[src/rtl/pe_ctrl_pkg.sv]
package pe_ctrl_pkg;
  localparam int unsigned REG_W    = 8;
  localparam int unsigned SPARE_W  = 4;
  localparam int unsigned IEN_BIT  = 7;
  localparam int unsigned FLAG_BIT = 6;
  localparam int unsigned WEN_BIT  = 5;
  localparam int unsigned RDY_BIT  = 4;

  typedef struct packed {
    logic ien;
    logic flag;
    logic wen;
    logic lock;
  } ctl_state_t;
endpackage

[src/rtl/pe_rst_sync.sv]
module pe_rst_sync #(
  parameter int unsigned STAGES = 2
) (
  input  logic clk,
  input  logic arst_n,
  output logic rst_n_sync
);
  logic [STAGES-1:0] chain_q;
  logic [STAGES-1:0] chain_d;

  always_comb begin
    chain_d = {chain_q[STAGES-2:0], 1'b1};
  end

  always_ff @(posedge clk or negedge arst_n) begin
    if (!arst_n) chain_q <= '0;
    else         chain_q <= chain_d;
  end

  assign rst_n_sync = chain_q[STAGES-1];
endmodule

[src/rtl/pe_ctrl_bits.sv]
module pe_ctrl_bits
  import pe_ctrl_pkg::*;
(
  input  logic                 clk,
  input  logic                 rst_n,
  input  logic                 wr_en,
  input  logic [REG_W-1:0]     wdata,
  input  logic                 hw_done,
  input  logic                 start,
  output ctl_state_t           st,
  output logic [SPARE_W-1:0]   spare
);
  ctl_state_t st_d;
  logic       st_upd;

  // next state: software write, then start, then done (done has final say)
  always_comb begin
    st_d = st;
    if (wr_en) begin
      st_d.ien = wdata[IEN_BIT];
      st_d.wen = wdata[WEN_BIT];
      if (!wdata[FLAG_BIT]) st_d.flag = 1'b0;
    end
    if (start) begin
      st_d.flag = 1'b0;
      st_d.lock = 1'b1;
    end
    if (hw_done) begin
      st_d.flag = 1'b1;
      st_d.lock = 1'b0;
    end
  end

  assign st_upd = wr_en | start | hw_done;

  always_ff @(posedge clk or negedge rst_n) begin
    if (!rst_n)      st <= '0;
    else if (st_upd) st <= st_d;
  end

  // spare bits: one enabled flop each
  for (genvar g = 0; g < SPARE_W; g++) begin : g_spare
    logic bit_d;
    always_comb bit_d = wdata[g];
    always_ff @(posedge clk or negedge rst_n) begin
      if (!rst_n)     spare[g] <= 1'b0;
      else if (wr_en) spare[g] <= bit_d;
    end
  end

  a_r3_done_sets_flag: assert property (@(posedge clk) disable iff (!rst_n)
    hw_done |=> (st.flag && !st.lock));
  a_r10_set_beats_clear: assert property (@(posedge clk) disable iff (!rst_n)
    (hw_done && wr_en && !wdata[FLAG_BIT]) |=> st.flag);
  a_r4_one_keeps_flag: assert property (@(posedge clk) disable iff (!rst_n)
    (wr_en && wdata[FLAG_BIT] && !hw_done && !start) |=> (st.flag == $past(st.flag)));
  a_r7_start_locks: assert property (@(posedge clk) disable iff (!rst_n)
    (start && !hw_done) |=> (st.lock && !st.flag));
endmodule

[src/rtl/pe_ctrl_out.sv]
module pe_ctrl_out
  import pe_ctrl_pkg::*;
(
  input  logic                 clk,
  input  logic                 rst_n,
  input  ctl_state_t           st,
  input  logic [SPARE_W-1:0]   spare,
  input  logic                 busy,
  input  logic                 rmw,
  input  logic                 req_raw,
  output logic [REG_W-1:0]     rdata,
  output logic                 irq,
  output logic                 strobe
);
  always_comb begin
    rdata           = '0;
    rdata[IEN_BIT]  = st.ien;
    rdata[FLAG_BIT] = st.flag | rmw;
    rdata[WEN_BIT]  = st.wen;
    rdata[RDY_BIT]  = ~busy;
    rdata[SPARE_W-1:0] = spare;
  end

  assign irq    = st.ien & st.flag;
  assign strobe = req_raw & st.wen & ~st.lock;

  a_r6_no_strobe_without_wen: assert property (@(posedge clk) disable iff (!rst_n)
    !st.wen |-> !strobe);
  a_r7_lock_blocks_strobe: assert property (@(posedge clk) disable iff (!rst_n)
    st.lock |-> !strobe);
  a_r5_rmw_reads_one: assert property (@(posedge clk) disable iff (!rst_n)
    rmw |-> rdata[FLAG_BIT]);
  a_r2_irq_needs_enable: assert property (@(posedge clk) disable iff (!rst_n)
    !st.ien |-> !irq);
endmodule

[src/rtl/pe_ctrl_reg.sv]
module pe_ctrl_reg
  import pe_ctrl_pkg::*;
(
  input  logic             clk,
  input  logic             rst_n,
  input  logic             bus_wr,
  input  logic             bus_rmw,
  input  logic [REG_W-1:0] bus_wdata,
  output logic [REG_W-1:0] bus_rdata,
  input  logic             eng_done,
  input  logic             eng_busy,
  input  logic             req_raw,
  output logic             pe_strobe,
  output logic             irq
);
  logic               rst_n_sync;
  ctl_state_t         st;
  logic [SPARE_W-1:0] spare;

  pe_rst_sync #(.STAGES(2)) u_rst (
    .clk        (clk),
    .arst_n     (rst_n),
    .rst_n_sync (rst_n_sync)
  );

  pe_ctrl_bits u_bits (
    .clk     (clk),
    .rst_n   (rst_n_sync),
    .wr_en   (bus_wr),
    .wdata   (bus_wdata),
    .hw_done (eng_done),
    .start   (pe_strobe),
    .st      (st),
    .spare   (spare)
  );

  pe_ctrl_out u_out (
    .clk     (clk),
    .rst_n   (rst_n_sync),
    .st      (st),
    .spare   (spare),
    .busy    (eng_busy),
    .rmw     (bus_rmw),
    .req_raw (req_raw),
    .rdata   (bus_rdata),
    .irq     (irq),
    .strobe  (pe_strobe)
  );

  a_r8_ready_ignores_write: assert property (@(posedge clk) disable iff (!rst_n_sync)
    (bus_wr && bus_wdata[RDY_BIT] && eng_busy) |-> !bus_rdata[RDY_BIT]);
  a_r2_irq_only_with_flag: assert property (@(posedge clk) disable iff (!rst_n_sync)
    irq |-> (bus_rdata[IEN_BIT] && (bus_rmw || bus_rdata[FLAG_BIT])));
endmodule

[config.mk]
export PLATFORM = sky130hd
export DESIGN_NAME = pe_ctrl_reg
export DESIGN_NICKNAME = d
export VERILOG_FILES = /design/src/rtl/pe_ctrl_pkg.sv /design/src/rtl/pe_rst_sync.sv /design/src/rtl/pe_ctrl_bits.sv /design/src/rtl/pe_ctrl_out.sv /design/src/rtl/pe_ctrl_reg.sv
export SDC_FILE = /design/constraint.sdc
export NUM_CORES = 1
export LEC_CHECK = 0
export ABC_AREA = 1
export CORE_UTILIZATION = 31
export CTS_CLUSTER_SIZE = 12
export DETAILED_ROUTE_END_ITERATION = 8
export PLACE_DENSITY = 0.77
export SLEW_MARGIN = 20
export SYNTH_ARGS = -nofsm -noshare
export SYNTH_HDL_FRONTEND = slang
export SYNTH_SLANG_ARGS = --single-unit
[constraint.sdc]
create_clock -name clk -period 0.8 [get_ports clk]
set_input_delay 0.08 -clock clk [delete_from_list [all_inputs] [get_ports clk]]
set_output_delay 0.08 -clock clk [all_outputs]
set_load 0.02 [all_outputs]
==> impl_metrics.tcl <==
set metrics [dict create \
    run_status "finished with violations" \
    failed_checks "setup timing" \
    die_x_um 39.0 \
    worstPathMaxFanout 2 \
    clock_tree_from_tritoncts "yes" \
    finish.instance_area_sq_um 800 \
    hold_violations 0 \
    total_power_w 0.00141 \
    max-clock-path-buffers 2 \
    cellPowerDensity_nw_per_um2 1760 \
    clkSinkCount 10 \
    track_usage_pct 16.4 \
    boundaryPins 25 \
    grt_pass1_wl_um 1590 \
    worstHoldPathType "flop to asynchronous set/reset pin" \
    worst_ir_drop_on_vdd_mv 0.888 \
    cts_root_buf "sky130_fd_sc_hd__clkbuf_4" \
    placeableCoreArea_sq_um 1190 \
    num_rows 12 \
    detail_route.wirelength_um 999 \
    seq_area_frac_synth_pct 58.8 \
    critPathLaunchType "flop" \
    cp_data_required_time_ns 0.72 \
    worstSetupPathType "flop to output pin" \
    drc 0 \
    antenna_violations_before_repair 0 \
    worst_ep_arrival_time_ns 1.02 \
    grt_pass1_vias 389 \
    drt-pass1-iter-count 4 \
    path_clk_slew_ns 0.07 \
    floorplan.die_area_sq_um 1520 \
    finalSetupTns_ns -1.62 \
    timing.max_cap.violations 0 \
    finalCritPeriodShare_pct 137 \
    cts_htree_levels 1 \
    floorplan.initialDensity_pct 35.9 \
    synth_top_area_share_pct 58.8 \
    routed_wire_length_per_instance_um 11.0 \
    gr-total-overflow 0 \
    synth_warnings 0 \
    finish.utilization_pct 67.4 \
    critical_path.endpoint_type "output pin" \
    slew_violations 0 \
    drive_above_1_share_pct 42.9 \
    synthesis.area_per_instance_sq_um 9.45 \
    routabilityCongestion 0.681 \
    die_h_um 39.0 \
    area_growth_pct 87.9 \
    post-synth-top-area-cell "sky130_fd_sc_hd__dfrtp_1" \
    grt_start_max_net_pins 9 \
    clock_network_latency_to_the_later_pin_of_the_worst_skew_pair_ns 0.26 \
    ys_types 11 \
    layout_min_cycle_time_ns 1.10 \
    io_buffer_count 23 \
    total_cts_buffers 3 \
    worst_slack_ns -0.295 \
    place.detailed.hpwl_um 666 \
    setup_repair_after_global_routing_missed_its_margin "yes" \
    static_power_due_to_leakage_nw 0.403 \
    post_drt_via_cell_ratio 4.37 \
    finClkSkew_ns 0.00282 \
    final_net_count 93 \
    post_synth_main_area_contributors "sky130_fd_sc_hd__dfrtp_1 (59%), sky130_fd_sc_hd__inv_1 (11%), sky130_fd_sc_hd__o21ai_2 (8.2%)" \
    detailroute.via_count 398 \
    mappedNetlistArea_sq_um 425 \
    drt_first_iter_violations 4 \
    finalSetupViolations 11 \
    postSynthNetCount 60 \
    ant_nets 0 \
    fillCellCount 99 \
    yosys_register_bits 10 \
    synth_cells 45 \
    dpl-instance-area_sq_um 684 \
    insertedDiodeCount 0 \
    achievable-frequency_mhz 913 \
]
-- placed cells by master (no fill, tap or decap), types with 2 or more instances in the layout --
cell type	synthesis	final
sky130_fd_sc_hd__buf_6	1	14
sky130_fd_sc_hd__clkdlybuf4s50_1	0	13
sky130_fd_sc_hd__dfrtp_1	10	10
sky130_fd_sc_hd__inv_1	12	9
sky130_fd_sc_hd__nand2_1	9	8
sky130_fd_sc_hd__o21ai_2	4	4
sky130_fd_sc_hd__inv_2	0	3
sky130_fd_sc_hd__clkbuf_4	0	3
sky130_fd_sc_hd__buf_4	2	3
sky130_fd_sc_hd__o21ai_0	2	2
-- per-stage QoR --
step | std cells | worst slack, ns | hold slack (ns)
2_1_floorplan | 45 | 0.0307 | -0.216
3_3_place_gp | 84 | -0.564 | 0.130
3_5_place_dp | 84 | -0.589 | 0.145
4_1_cts | 91 | -0.291 | 0.145
5_1_grt | 91 | -0.328 | 0.170
6_report | 91 | -0.295 | 0.130
-- worst max-delay path, stage by stage (launching register included) --
cell and delay, ns:
sky130_fd_sc_hd__dfrtp_1 0.40, sky130_fd_sc_hd__or2_4 0.23, sky130_fd_sc_hd__buf_6 0.13
-- cell usage after synthesis --
| cell type | n |
|---|---|
| sky130_fd_sc_hd__or2_2 | 1 |
| sky130_fd_sc_hd__inv_1 | 12 |
| sky130_fd_sc_hd__conb_1 | 1 |
| sky130_fd_sc_hd__o21ai_0 | 2 |
| sky130_fd_sc_hd__nand2_1 | 9 |
| sky130_fd_sc_hd__buf_6 | 1 |
| sky130_fd_sc_hd__o21ai_2 | 4 |
| sky130_fd_sc_hd__nand3_1 | 2 |
| sky130_fd_sc_hd__buf_4 | 2 |
| sky130_fd_sc_hd__a21oi_1 | 1 |
| sky130_fd_sc_hd__dfrtp_1 | 10 |
-- cells by family after synthesis --
group	synth area share (%)
other cells	0.882
flops	58.8
compound gates	11.8
buf+inv	16.8
simple gates	11.8
-- cell type report --
class / count / area, sq um / area share, %
Timing Repair Buffer: 31 / 320 / 40.1
Sequential cell: 10 / 250 / 31.3
Multi-Input combinational cell: 20 / 130 / 16.3
Inverter: 12 / 45.0 / 5.63
Clock buffer: 4 / 36.3 / 4.54
Tap cell: 14 / 17.5 / 2.19
-- layer usage --
layer / routed length, um / share of wire (%) / GRT usage, %
met2: 533 / 53 / 27.1
met5: 0 / 0 / 0
met3: 56 / 5.6 / 3.47
met4: 6 / 0.60 / 10.3
met1: 404 / 40 / 19.0
-- power breakdown --
part / switching, W / total [W] / internal, W
logic: 0.000154 / 0.000368 / 0.000215
clock network: 0.000179 / 0.000455 / 0.000276
registers: 0.0000404 / 0.000587 / 0.000546
-- flip-flops by register name (all words and copies together), names as in the netlist --
signal	cells
u_bits.spare	4
u_bits.st	4
u_rst.chain_q	2
-- path summary, 6_finish.rpt --
path                                       startpoint                         end  slack (ns)  cells past startpoint
hold / removal             u_rst.chain_q[1]$_DFF_PN0_    u_bits.st[3]$_DFFE_PN0P_        0.13                      0
max in group asynchronous                       rst_n  u_rst.chain_q[1]$_DFF_PN0_        0.17                      2
setup / recovery             u_bits.st[2]$_DFFE_PN0P_                bus_rdata[6]       -0.30                      2
min in group clk           u_rst.chain_q[0]$_DFF_PN0_  u_rst.chain_q[1]$_DFF_PN0_        0.36                      0
hold reg to reg            u_rst.chain_q[1]$_DFF_PN0_    u_bits.st[3]$_DFFE_PN0P_        0.13                      0
setup reg to reg             u_bits.st[0]$_DFFE_PN0P_    u_bits.st[2]$_DFFE_PN0P_       -0.10                      5
-- timing repair --
action	4_1_cts	5_1_grt
endpoints found under the hold margin	2	0
hold buffers	1	0
endpoints found under the setup margin	12	12
cloned	0	0
resized for setup	67	8
buffers inserted	2	2
pin swaps	0	2
No activity file was read; power rests on OpenSTA's default activity.
